### src/rtl/wpg_pkg.sv
package wpg_pkg;
    localparam int ADDR_W = 6;
    localparam int MAX_CFG = 4;
    localparam logic [ADDR_W-1:0] OFS_CTRL  = 6'h00;
    localparam logic [ADDR_W-1:0] OFS_CFG0  = 6'h04;
    localparam logic [ADDR_W-1:0] OFS_STAT  = 6'h14;
    localparam logic [ADDR_W-1:0] OFS_KEY_A = 6'h18;
    localparam logic [ADDR_W-1:0] OFS_KEY_B = 6'h1C;
    localparam int BIT_WP  = 1;
    localparam int BIT_ERR = 1;

    typedef enum logic [1:0] {
        KS_IDLE,
        KS_GOT1,
        KS_GOT2,
        KS_OPEN
    } key_stage_e;
endpackage

### src/rtl/wpg_key_seq.sv
module wpg_key_seq
    import wpg_pkg::*;
#(
    parameter int DATA_W = 32,
    parameter logic [DATA_W-1:0] KEY1 = 'h7123,
    parameter logic [DATA_W-1:0] KEY2 = 'h812A,
    parameter logic [DATA_W-1:0] KEY3 = 'hBEE1
) (
    input  logic              clk,
    input  logic              rst_n,
    input  logic              wr_en,
    input  logic [ADDR_W-1:0] wr_addr,
    input  logic [DATA_W-1:0] wr_data,
    output logic              open_o
);
    typedef struct packed {
        key_stage_e stage;
    } ks_state_t;

    ks_state_t st_d, st_q;
    logic hit1, hit2, hit3;

    always_comb begin
        hit1 = wr_en && (wr_addr == OFS_KEY_A) && (wr_data == KEY1);
        hit2 = wr_en && (wr_addr == OFS_KEY_B) && (wr_data == KEY2);
        hit3 = wr_en && (wr_addr == OFS_KEY_A) && (wr_data == KEY3);
        st_d = st_q;
        if (wr_en) begin
            case (st_q.stage)
                KS_GOT1: st_d.stage = hit2 ? KS_GOT2 : (hit1 ? KS_GOT1 : KS_IDLE);
                KS_GOT2: st_d.stage = hit3 ? KS_OPEN : (hit1 ? KS_GOT1 : KS_IDLE);
                default: st_d.stage = hit1 ? KS_GOT1 : KS_IDLE;
            endcase
        end
    end

    always_ff @(posedge clk) begin
        if (!rst_n) st_q <= '{stage: KS_IDLE};
        else        st_q <= st_d;
    end

    assign open_o = (st_q.stage == KS_OPEN);

    // the window opens only on the third key at offset 0x18
    a_r2_open_on_third_key: assert property (@(posedge clk) disable iff (!rst_n)
        $rose(open_o) |-> $past(wr_en && wr_addr == OFS_KEY_A && wr_data == KEY3));

    // a wrong final step never opens the window
    a_r3_bad_step_no_open: assert property (@(posedge clk) disable iff (!rst_n)
        (st_q.stage == KS_GOT2 && wr_en && !(wr_addr == OFS_KEY_A && wr_data == KEY3))
        |=> !open_o);

    // any write closes an open window
    a_r4_single_use: assert property (@(posedge clk) disable iff (!rst_n)
        $past(open_o && wr_en) |-> !open_o);
endmodule

### src/rtl/wpg_cfg_bank.sv
module wpg_cfg_bank
    import wpg_pkg::*;
#(
    parameter int DATA_W = 32,
    parameter int NUM_CFG = 4
) (
    input  logic              clk,
    input  logic              rst_n,
    input  logic              wr_en,
    input  logic [ADDR_W-1:0] wr_addr,
    input  logic [DATA_W-1:0] wr_data,
    input  logic              lock_i,
    input  logic [ADDR_W-1:0] rd_addr,
    output logic [DATA_W-1:0] rd_data_o,
    output logic              rd_hit_o,
    output logic              wr_hit_o
);
    typedef struct packed {
        logic [NUM_CFG-1:0][DATA_W-1:0] regs;
    } cfg_state_t;

    cfg_state_t st_d, st_q;
    logic [NUM_CFG-1:0] wsel, rsel;

    for (genvar i = 0; i < NUM_CFG; i++) begin : g_dec
        localparam logic [ADDR_W-1:0] OFS_I = ADDR_W'(OFS_CFG0 + 4 * i);
        assign wsel[i] = wr_en && (wr_addr == OFS_I);
        assign rsel[i] = (rd_addr == OFS_I);
    end

    assign wr_hit_o = |wsel;
    assign rd_hit_o = |rsel;

    always_comb begin
        st_d = st_q;
        rd_data_o = '0;
        for (int i = 0; i < NUM_CFG; i++) begin
            if (wsel[i] && !lock_i) st_d.regs[i] = wr_data;
            if (rsel[i]) rd_data_o = rd_data_o | st_q.regs[i];
        end
    end

    always_ff @(posedge clk) begin
        if (!rst_n) st_q <= '0;
        else        st_q <= st_d;
    end

    // a locked bank holds its contents
    a_r5_locked_bank_stable: assert property (@(posedge clk) disable iff (!rst_n)
        $past(lock_i) |-> $stable(st_q.regs));
endmodule

### src/rtl/wpg_guard.sv
module wpg_guard
    import wpg_pkg::*;
#(
    parameter int DATA_W = 32,
    parameter int NUM_CFG = 4,
    parameter logic [DATA_W-1:0] KEY1 = 'h7123,
    parameter logic [DATA_W-1:0] KEY2 = 'h812A,
    parameter logic [DATA_W-1:0] KEY3 = 'hBEE1,
    parameter logic WP_RESET = 1'b1
) (
    input  logic              clk,
    input  logic              rst_n,
    input  logic              wr_en,
    input  logic [5:0]        wr_addr,
    input  logic [DATA_W-1:0] wr_data,
    input  logic              rd_en,
    input  logic [5:0]        rd_addr,
    output logic [DATA_W-1:0] rd_data,
    output logic              rd_valid,
    output logic              wp_o,
    output logic              err_o
);
    localparam logic [DATA_W-1:0] CTRL_RESET = DATA_W'(WP_RESET) << BIT_WP;

    if (NUM_CFG < 1 || NUM_CFG > MAX_CFG) begin : g_bad_cfg
        $error("NUM_CFG out of range");
    end

    typedef struct packed {
        logic [DATA_W-1:0] ctrl;
        logic              err;
        logic [DATA_W-1:0] rdata;
        logic              rvalid;
    } top_state_t;

    top_state_t st_d, st_q;
    logic              key_open;
    logic [DATA_W-1:0] cfg_rd;
    logic              cfg_rd_hit, cfg_wr_hit;
    logic              ctrl_wr, stat_wr, violation;

    wpg_key_seq #(
        .DATA_W(DATA_W), .KEY1(KEY1), .KEY2(KEY2), .KEY3(KEY3)
    ) u_key (
        .clk(clk), .rst_n(rst_n), .wr_en(wr_en), .wr_addr(wr_addr),
        .wr_data(wr_data), .open_o(key_open)
    );

    wpg_cfg_bank #(.DATA_W(DATA_W), .NUM_CFG(NUM_CFG)) u_cfg (
        .clk(clk), .rst_n(rst_n), .wr_en(wr_en), .wr_addr(wr_addr),
        .wr_data(wr_data), .lock_i(st_q.ctrl[BIT_WP]), .rd_addr(rd_addr),
        .rd_data_o(cfg_rd), .rd_hit_o(cfg_rd_hit), .wr_hit_o(cfg_wr_hit)
    );

    always_comb begin
        st_d = st_q;
        ctrl_wr = wr_en && (wr_addr == OFS_CTRL);
        stat_wr = wr_en && (wr_addr == OFS_STAT);
        violation = 1'b0;

        if (ctrl_wr) begin
            if (key_open) begin
                st_d.ctrl = wr_data;
            end else if (st_q.ctrl[BIT_WP]) begin
                violation = 1'b1;
            end else begin
                st_d.ctrl = wr_data;
                st_d.ctrl[BIT_WP] = st_q.ctrl[BIT_WP];
                if (wr_data[BIT_WP] != st_q.ctrl[BIT_WP]) violation = 1'b1;
            end
        end
        if (cfg_wr_hit && st_q.ctrl[BIT_WP]) violation = 1'b1;

        if (stat_wr && wr_data[BIT_ERR]) st_d.err = 1'b0;
        if (violation)                   st_d.err = 1'b1;

        st_d.rvalid = rd_en;
        if (rd_en) begin
            st_d.rdata = '0;
            if (rd_addr == OFS_CTRL)      st_d.rdata = st_q.ctrl;
            else if (rd_addr == OFS_STAT) st_d.rdata[BIT_ERR] = st_q.err;
            else if (cfg_rd_hit)          st_d.rdata = cfg_rd;
        end
    end

    always_ff @(posedge clk) begin
        if (!rst_n) begin
            st_q.ctrl   <= CTRL_RESET;
            st_q.err    <= 1'b0;
            st_q.rdata  <= '0;
            st_q.rvalid <= 1'b0;
        end else begin
            st_q <= st_d;
        end
    end

    assign rd_data  = st_q.rdata;
    assign rd_valid = st_q.rvalid;
    assign wp_o     = st_q.ctrl[BIT_WP];
    assign err_o    = st_q.err;

    // the protect flag moves only through a keyed control write
    a_r2_wp_needs_key: assert property (@(posedge clk) disable iff (!rst_n)
        !$stable(wp_o) |-> $past(key_open && wr_en && wr_addr == OFS_CTRL));

    // protected control register ignores unkeyed writes
    a_r5_ctrl_frozen: assert property (@(posedge clk) disable iff (!rst_n)
        $past(wr_en && wr_addr == OFS_CTRL && wp_o && !key_open) |-> $stable(st_q.ctrl));

    // writing one to the error bit clears it
    a_r8_err_w1c: assert property (@(posedge clk) disable iff (!rst_n)
        $past(wr_en && wr_addr == OFS_STAT && wr_data[BIT_ERR]) |-> !err_o);

    // the error bit rises only after a write
    a_r8_err_cause: assert property (@(posedge clk) disable iff (!rst_n)
        $rose(err_o) |-> $past(wr_en));

    // read data valid exactly one cycle after the request
    a_r10_read_latency: assert property (@(posedge clk) disable iff (!rst_n)
        rd_valid == $past(rd_en));
endmodule

### config.mk
export PLATFORM = sky130hd
export DESIGN_NAME = wpg_guard
export DESIGN_NICKNAME = d
export VERILOG_FILES = /design/src/rtl/wpg_pkg.sv /design/src/rtl/wpg_key_seq.sv /design/src/rtl/wpg_cfg_bank.sv /design/src/rtl/wpg_guard.sv
export SDC_FILE = /design/constraint.sdc
export NUM_CORES = 1
export LEC_CHECK = 0
export BUFFER_PORTS_ARGS = -buffer_cell sky130_fd_sc_hd__buf_2
export CAP_MARGIN = 25
export CORE_UTILIZATION = 46
export CTS_BUF_LIST = sky130_fd_sc_hd__clkbuf_16
export CTS_CLUSTER_SIZE = 16
export DETAILED_ROUTE_END_ITERATION = 16
export PLACE_DENSITY = 0.7
export SYNTH_ARGS = -nofsm -noshare
export SYNTH_HDL_FRONTEND = slang
export SYNTH_HIERARCHICAL = 1
export SYNTH_SLANG_ARGS = --single-unit
### constraint.sdc
create_clock -name clk -period 2 [get_ports clk]
set_clock_uncertainty 0.2 [all_clocks]
set_input_delay 0.1 -clock clk [delete_from_list [all_inputs] [get_ports clk]]
set_output_delay 0.1 -clock clk [all_outputs]
set_load 0.02 [all_outputs]
## After elaboration in Yosys (flattened, before gate mapping)

Cells that the tools add are included.

- $add $sub $neg: 0
- Multiply operators: 0
- Divide/modulo/power cells: 0
- Order comparisons: 0
- Equality and inequality tests: 20
- Shift-type cells: 0
- Mux-type cells: 22
- Bitwise logic cells: 3
- Reduce and logical (&&, ||, !) cells: 24

Operators with widths:

| cell | number |
|---|---|
| 32-bit two-way mux | 8 |
| 32-bit OR | 3 |
| 32-bit by 16-bit == test with 1-bit output (second input constant) | 2 |
| 6-bit by 5-bit == test with 1-bit output (second input constant) | 6 |
| 32-bit by 15-bit == test with 1-bit output (second input constant) | 1 |
| 30-bit two-way mux | 1 |
| 6-bit by 4-bit == test with 1-bit output (second input constant) | 4 |
| 1-bit logical AND | 17 |
| 6-bit by 3-bit == test with 1-bit output (second input constant) | 2 |
| 6-bit zero test | 2 |
| 1-bit two-way mux | 10 |
| 4-bit OR reduction | 2 |
| 2-bit == test (second input constant) | 2 |
| 2-bit two-way mux | 2 |
| 2-bit one-hot mux with 2 select lines | 1 |
| 2-bit by 1-bit == test with 1-bit output (second input constant) | 1 |
| 2-bit by 1-bit inequality test with 1-bit output (second input constant) | 1 |
| 2-bit AND reduction | 1 |
| 2-bit nonzero test | 1 |
| 1-bit zero test | 1 |
| 1-bit inequality test | 1 |

- Bits in registers: 196
- Latch bits: 0
- Bits in writable memories: 0
- ROM bits: 0
- Input bits: 48
- Logic and storage cells: 79
- Memories: 0

## Logic depth before layout (Yosys ltp)

Gate-level depths: netlist (run 1).

- Depth after elaboration: 11
- Gate-level depth with buffers: 9
- Depth with buffers taken out: 6

## By module

Netlist (run 1), hierarchy kept.

Modules (own cells, without submodules):

| module | times used | cells each | area each (um^2) | seq. area each (um^2) |
|---|---|---|---|---|
| wpg_cfg_bank | 1 | 577 | 5,591.6 | 2,562.5 |
| wpg_guard | 1 | 377 | 3,369.5 | 1,321.3 |
| wpg_key_seq | 1 | 37 | 315.3 | 40.0 |

## Worst setup path after synthesis (run 1)

No wires, ideal clock.

- Path kind: input to register
- Start point: input port rd_addr[3]
- End point: register st_q (netlist bit rd_data[1])
- Arrival time: 1,425 ps
- Setup slack: 315 ps
- Stages on the path: 9
- Path buffers: 3
- Path through: buf_2 > nor2b_1 > clkbuf_1 > clkbuf_1 > a22oi_1 > o22ai_1 > nand2_1 > o211ai_1 > o2111a_1

- Word-level cells in the longest chain between the ends: 11
- Elaborated cells on any way between the ends: 17
- Those cells by class: eq/ne (5); mux (7); bitwise (3); reduce/logical (2)

Ends and longest elaborated chain:

| item | RTL line | RTL |
|---|---|---|
| start, declared | wpg_guard.sv:17 | `input logic [5:0] rd_addr,` |
| 6-bit by 3-bit == test with 1-bit output | wpg_cfg_bank.sv:28 | `assign rsel[i] = (rd_addr == OFS_I);` |
| 32-bit two-way mux | wpg_cfg_bank.sv:39 | `if (rsel[i]) rd_data_o = rd_data_o \| st_q.regs[i];` |
| 32-bit OR | wpg_cfg_bank.sv:39 |  |
| 32-bit two-way mux | wpg_cfg_bank.sv:39 |  |
| 32-bit OR | wpg_cfg_bank.sv:39 |  |
| 32-bit two-way mux | wpg_cfg_bank.sv:39 |  |
| 32-bit OR | wpg_cfg_bank.sv:39 |  |
| 32-bit two-way mux (*) | wpg_cfg_bank.sv:39 |  |
| named net cfg_rd[1] | wpg_guard.sv:38 | `logic [DATA_W-1:0] cfg_rd;` |
| 32-bit two-way mux (*) | wpg_guard.sv:82 | `else if (cfg_rd_hit) st_d.rdata = cfg_rd;` |
| 1-bit two-way mux (*) | wpg_guard.sv:81 | `else if (rd_addr == OFS_STAT) st_d.rdata[BIT_ERR] = st_q.err;` |
| 32-bit two-way mux (*) | wpg_guard.sv:80 | `if (rd_addr == OFS_CTRL) st_d.rdata = st_q.ctrl;` |
| end signal, assigned | wpg_guard.sv:93 | `st_q <= st_d;` |
| end, declared | wpg_guard.sv:36 | `top_state_t st_d, st_q;` |

The timed path passes the listed nets; every way through them passes the cells marked *.
A chain may end at the register's enable or synchronous reset.

## Worst setup path after layout (run 1)

- Start point: register u_key/st_q[0] in the netlist's numbering
- End point: register u_key/st_q[1] in the netlist's numbering

- Word-level cells in the longest chain between the ends: 2
- Elaborated cells on any way between the ends: 3
- Those cells by class: eq/ne (2); mux (1)

Ends and longest elaborated chain:

| item | RTL line | RTL |
|---|---|---|
| start, declared | wpg_key_seq.sv:20 | `ks_state_t st_d, st_q;` |
| start signal, assigned | wpg_key_seq.sv:38 | `if (!rst_n) st_q <= '{stage: KS_IDLE};` |
| start signal, assigned | wpg_key_seq.sv:39 | `else st_q <= st_d;` |
| 2-bit == test or 2-bit by 1-bit == test with 1-bit output (tied branches) | wpg_key_seq.sv:29 | `case (st_q.stage)` |
| 2-bit one-hot mux with 2 select lines (*) | wpg_key_seq.sv:29 |  |

Mark *: on every way between the ends. The rest lies on a longest branch, timed or not.

==> impl_metrics.ini, run 1 <==
[critical_path]
crit_path_end_kind = register
slowest_delay_ns = 0.38
rrSetupSlack_ns = 0.15
critPathTopFamily = simple AND/OR/NAND/NOR gates
critical_path_class = register to register
cp.arrival_ns = 2.02
slowest_stage = dfxtp_1
path_cells = inv_1 > ha_1 > and4bb_1 > nand4_1 > o22ai_1 > a31o_2
path_max_fanout = 3
cp.buffers_inverters = 1
startpoint_type = register
critPathRequiredTime_ns = 2.17

[placed_design]
place.gp.congestion = 0.853
preCtsSetupSlack_ns = 0.172
numPortBuffers = 82
placedCellCount = 1252
dpl.hpwl_mm = 14.9

[grt]
grt_pass1_wl_mm = 38.0
grt_max_degree = 67
overflow = 0
grt_pass1_vias = 7202
antenna_found_initial = 1
grt_use_total = 0.237

[power]
ir_worst_vdd_mv = 0.504
powerDensity_nw_per_um2 = 737
power.total_mw = 7.92
p_leak_nw = 5.07

[logic_synthesis]
synth_top_flop_cell = dfxtp_1
yosysTopAreaCell = dfxtp_1
synth_top_area_share = 0.423
ys_ff_latch = 196
synth.most_common_cell = nand2_1
synth_async_sr_flop_share = 0
synth_warnings = 6
synth_edf_count = 0
ys_types = 46
synth_common_cells = 226 x nand2_1, 196 x dfxtp_1, 191 x mux2i_1
synth_area_leaders = dfxtp_1 42%, mux2i_1 21%, nand2_1 9.1%
syn_area_sq_um = 9280
netlist_instances = 991
synth_fp_nets = 1042
ys_seq_area_frac = 0.423
postSynthAreaPerCell_sq_um = 9.36

[cells_and_area]
instances_no_fill = 1324
area_delta_synth_final_pct = 15.9
antenna_cells = 0
drive_gt1_frac = 0.175
nets = 1097

[route]
routed_via_density = 5.66
vias = 7495
drc = 0
finalWirelength_mm = 24.0
ant_nets = 0
avgRoutedWirePerCell_um = 18.2
dr.pass1.iters = 5
drtIter0Drc = 489

[clock_network]
tritoncts = done
path_clk_slew_ns = 0.07
root_buffer = clkbuf_16
cts_buffers = 17
cts.sink_count = 196
htree_levels = 4
clkLatencyLatePin_ns = 0.43
clk_path_buf_depth = 2

[sta]
period_needed_ns = 1.85
fin_setup_tns_ns = 0
rsz0062_at_grt = false
worstMarginPinSlew_ns = 0.447
period_share = 0.924
finalHoldViolCount = 0
max_freq_mhz = 541
finalSetupViolCount = 0
maxSlewViolCount = 0
slew_headroom = 0.698
layout_setup_ws_ns = 0.153

[worst_hold_path]
hold_class = input port to register

[floorplanning]
initial_core_util = 0.474
core_sq_um = 19600
io_pins = 83
die_w_um = 144
rows = 51
die_height_um = 144
die_area_sq_um = 20700

[flow_run]
drv_cap = 0

[status]
status = finished, final reports clean
final timing paths:
path                      start            end  depth (start not counted)
setup / recovery  u_key/st_q[0]  u_key/st_q[1]                          6
hold / removal       rd_addr[5]    rd_data[24]                          5
setup reg to reg  u_key/st_q[0]  u_key/st_q[1]                          6
hold reg to reg        st_q[56]       st_q[56]                          2
what timing repair did:
item / 4_1_cts / 5_1_grt
setup endpoints to repair: 0 / 1
resized for setup: 0 / 1
endpoints found under the hold margin: 191 / 0
setup buffers: 0 / 0
hold buffers: 40 / 0
where the power goes:
part | switching [mW] | internal [mW] | total, mW
clock network | 1.48 | 1.81 | 3.29
logic | 0.447 | 0.235 | 0.681
registers | 0.0192 | 3.93 | 3.95
total | 1.94 | 5.98 | 7.92
kinds of logic (layout without fill, tap and decap cells):
family / Yosys count / in the layout / synth area share
AO/OA/AOI/OAI: 170 / 170 / 0.138
XOR/XNOR: 2 / 2 / 0.00189
adder cells (fa/ha/maj): 3 / 3 / 0.00405
buffers and inverters: 121 / 189 / 0.0732
flip-flops: 196 / 196 / 0.423
multiplexers: 191 / 191 / 0.206
AND/OR/NAND/NOR: 308 / 308 / 0.154
through the flow:
stage / utilization / hold WS (ns) / area [sq um]
4_1_cts: 0.548 / 0.00360 / 10700
2_1_floorplan: - / 0.0388 / 9280
6_report: 0.549 / 0.0181 / 10700
3_5_place_dp: 0.500 / 0.181 / 9790
5_1_grt: 0.549 / 0.0286 / 10700
3_3_place_gp: 0.500 / 0.175 / 9790
cells in the final DEF (no fill, tap or decap), drive strengths merged, types with 33 or more instances in the layout:
master,n
dfxtp,196
nand2,226
dlygate4sd3,40
a31oi,33
buf,113
o22ai,33
mux2i,191
o211ai,34
state kept, by name, indices dropped and copies added, names as in the netlist:
register,flops
u_cfg/st_q,128
wp_o,1
st_q,31
rd_data,32
rd_valid,1
err_o,1
u_key/st_q,2
layer usage:
layer	global-route usage	wire, um	vias up
met3	0.0467	1200	21
met4	0.0554	240	2
met5	0	12	-
met1	0.314	11300	3667
met2	0.397	11300	200
li1	-	-	3605
worst reg2reg max path, stage by stage, from the launching register on:
cell,delay (ns)
dfxtp_1,0.38
inv_1,0.10
ha_1,0.32
and4bb_1,0.30
nand4_1,0.14
o22ai_1,0.19
a31o_2,0.16
layout make-up:
type | instances | area [sq um]
Clock buffer | 17 | 425
Clock inverter | 15 | 125
Fill cell | 1739 | 8840
Inverter | 4 | 15.0
Multi-Input combinational cell | 674 | 4730
Sequential cell | 196 | 3920
Tap cell | 265 | 332
Timing Repair Buffer | 153 | 1200
No activity file was read; power rests on OpenSTA's default activity.
==> inputs of run 2 (changes only) <==
==> constraint.sdc (replaced) <==
create_clock -name clk -period 2.1 [get_ports clk]
set_clock_uncertainty 0.2 [all_clocks]
set_input_delay 0.105 -clock clk [delete_from_list [all_inputs] [get_ports clk]]
set_output_delay 0.105 -clock clk [all_outputs]
set_load 0.02 [all_outputs]
==> run 2 against run 1 <==
Sequential share of layout area shrank 0.25 points. Worst setup slack lost 0.030 ns. Power grew 0.98%. Sequential power shrank 5%. First-iteration DRC count grew 6.5%. Routed wire length grew 1.9%. Cell area grew 0.69%. Hold slack gained 0.015 ns. Die area is the same. Combinational power shrank 4.7%. Via count shrank 0.12%. Core utilization grew 0.38 points.
==> impl_metrics.ini, run 2 (synthesized netlist as in run 1, its figures left out) <==
[floorplanning]
die_height_um = 144
die_w_um = 144
die_area_sq_um = 20700
rows = 51
core_sq_um = 19600
initial_core_util = 0.474
io_pins = 83

[cells_and_area]
antenna_cells = 0
nets = 1096
layout_common_cells = 226 x nand2_1, 196 x dfxtp_1, 191 x mux2i_1
top_register = u_cfg/st_q
final_common_cell = nand2_1
drive_gt1_frac = 0.176
area_delta_synth_final_pct = 16.7
largest_reg_flops = 128
post-route-cell-area_sq_um = 10800

[critical_path]
r2r_cells = 6
slowest_delay_ns = 0.58
path_cells = dlygate4sd3_1 > buf_2 > nor4b_2 > nand4_1 > dlygate4sd3_1 > nand3b_1
reg2reg_to = u_key/st_q[1]
crit_path_end_kind = register
rrSetupSlack_ns = 0.32
worstReg2RegStart = u_key/st_q[0]
slowest_stage = dlygate4sd3_1
startpoint_type = input port
critPathRequiredTime_ns = 2.27
critical_path_class = input port to register
path_max_fanout = 9
crit_top_cell = dlygate4sd3_1
cp.arrival_ns = 2.15

[clock_network]
root_buffer = clkbuf_16
htree_levels = 4
cts_setup_buffers = 0
clk_path_buf_depth = 2
cts.sink_count = 196
clkLatencyLatePin_ns = 0.44
cts_buffers = 17
cts_resized = 0
tritoncts = done
path_clk_slew_ns = 0.07

[grt]
grt_max_degree = 78
grt.busiest_layer = met2
gr-usage-met3 = 0.0523
overflow = 0
grt_use_total = 0.243
met2_usage = 0.386
antenna_found_initial = 1
use_met1 = 0.325
grt_pass1_vias = 7291
grt_pass1_wl_mm = 38.5

[worst_hold_path]
hold_end = wp_o
hold_class = input port to register
hp-start = wr_addr[5]
holdPathStages = 4

[sta]
finalSetupViolCount = 0
finalHoldViolCount = 0
worstMarginPinSlew_ns = 0.509
fin_setup_tns_ns = 0
slew_headroom = 0.660
hold_slack_ns = 0.0329
period_needed_ns = 1.98
rsz0062_at_grt = false
period_share = 0.942
maxSlewViolCount = 0
max_freq_mhz = 506

[route]
ant_nets = 0
avgRoutedWirePerCell_um = 18.5
drtIter0Drc = 521
dr.pass1.iters = 5
vias = 7486
finalWirelength_mm = 24.5
routed_via_density = 5.66
drc = 0

[status]
status = finished, final reports clean

[power]
powerDensity_nw_per_um2 = 739
ir_worst_vdd_mv = 0.487
p_leak_nw = 5.08
power.total_mw = 8.00

[flow_run]
drv_cap = 0

[placed_design]
numPortBuffers = 82
placed_area_sq_um = 9770
place.gp.congestion = 0.833
dpl.hpwl_mm = 14.7
[run 2: worst max path at each step]
stage                from          to  slack (ns)  cells after the start
6_report            wr_en        wp_o        0.12                      6
5_1_grt             wr_en        wp_o        0.02                      6
4_1_cts        wr_addr[4]        wp_o        0.18                      6
3_5_place_dp   rd_addr[1]  rd_data[1]        0.29                      5
3_3_place_gp   rd_addr[1]  rd_data[1]        0.32                      5
2_1_floorplan  rd_addr[3]  rd_data[1]        0.41                      9
[run 2: worst max-delay path: cells and delay by family]
family,cells,cell delay [ns]
simple gates,3,0.70
buf+inv,3,1.35
[run 2: through the flow]
step / util / cells / worst slack (ns)
after detailed placement: 0.499 / 1250 / 0.289
after global routing: 0.552 / 1323 / 0.0166
after global placement: 0.499 / 1250 / 0.315
after floorplan: - / 991 / 0.410
after CTS: 0.552 / 1323 / 0.184
final: 0.552 / 1323 / 0.123
[run 2: power by group]
group,internal (mW),leakage (nW),switching (mW)
Clock,2.11,0.305,1.48
Combinational,0.224,3.19,0.425
Sequential,3.75,1.58,0.0194
[run 2: layout make-up]
cell class	instances	area, sq um
multi-input cells	674	4720
clock inverters	15	213
fillers	1727	8770
well taps	265	332
repair buffers	152	1190
clock buffers	17	425
flip-flops and latches	196	3920
inverters	4	15.0
[run 2: metal layers]
metal | vias to the layer above | part of all wire
met3 | 28 | 0.059
met2 | 252 | 0.46
li1 | 3596 | -
met1 | 3608 | 0.46
met4 | 2 | 0.017
met5 | - | 0.00049
[run 2: repair_timing]
item / CTS / global route
hold buffers: 41 / 0
endpoints found under the setup margin: 0 / 0
endpoints found under the hold margin: 181 / 0
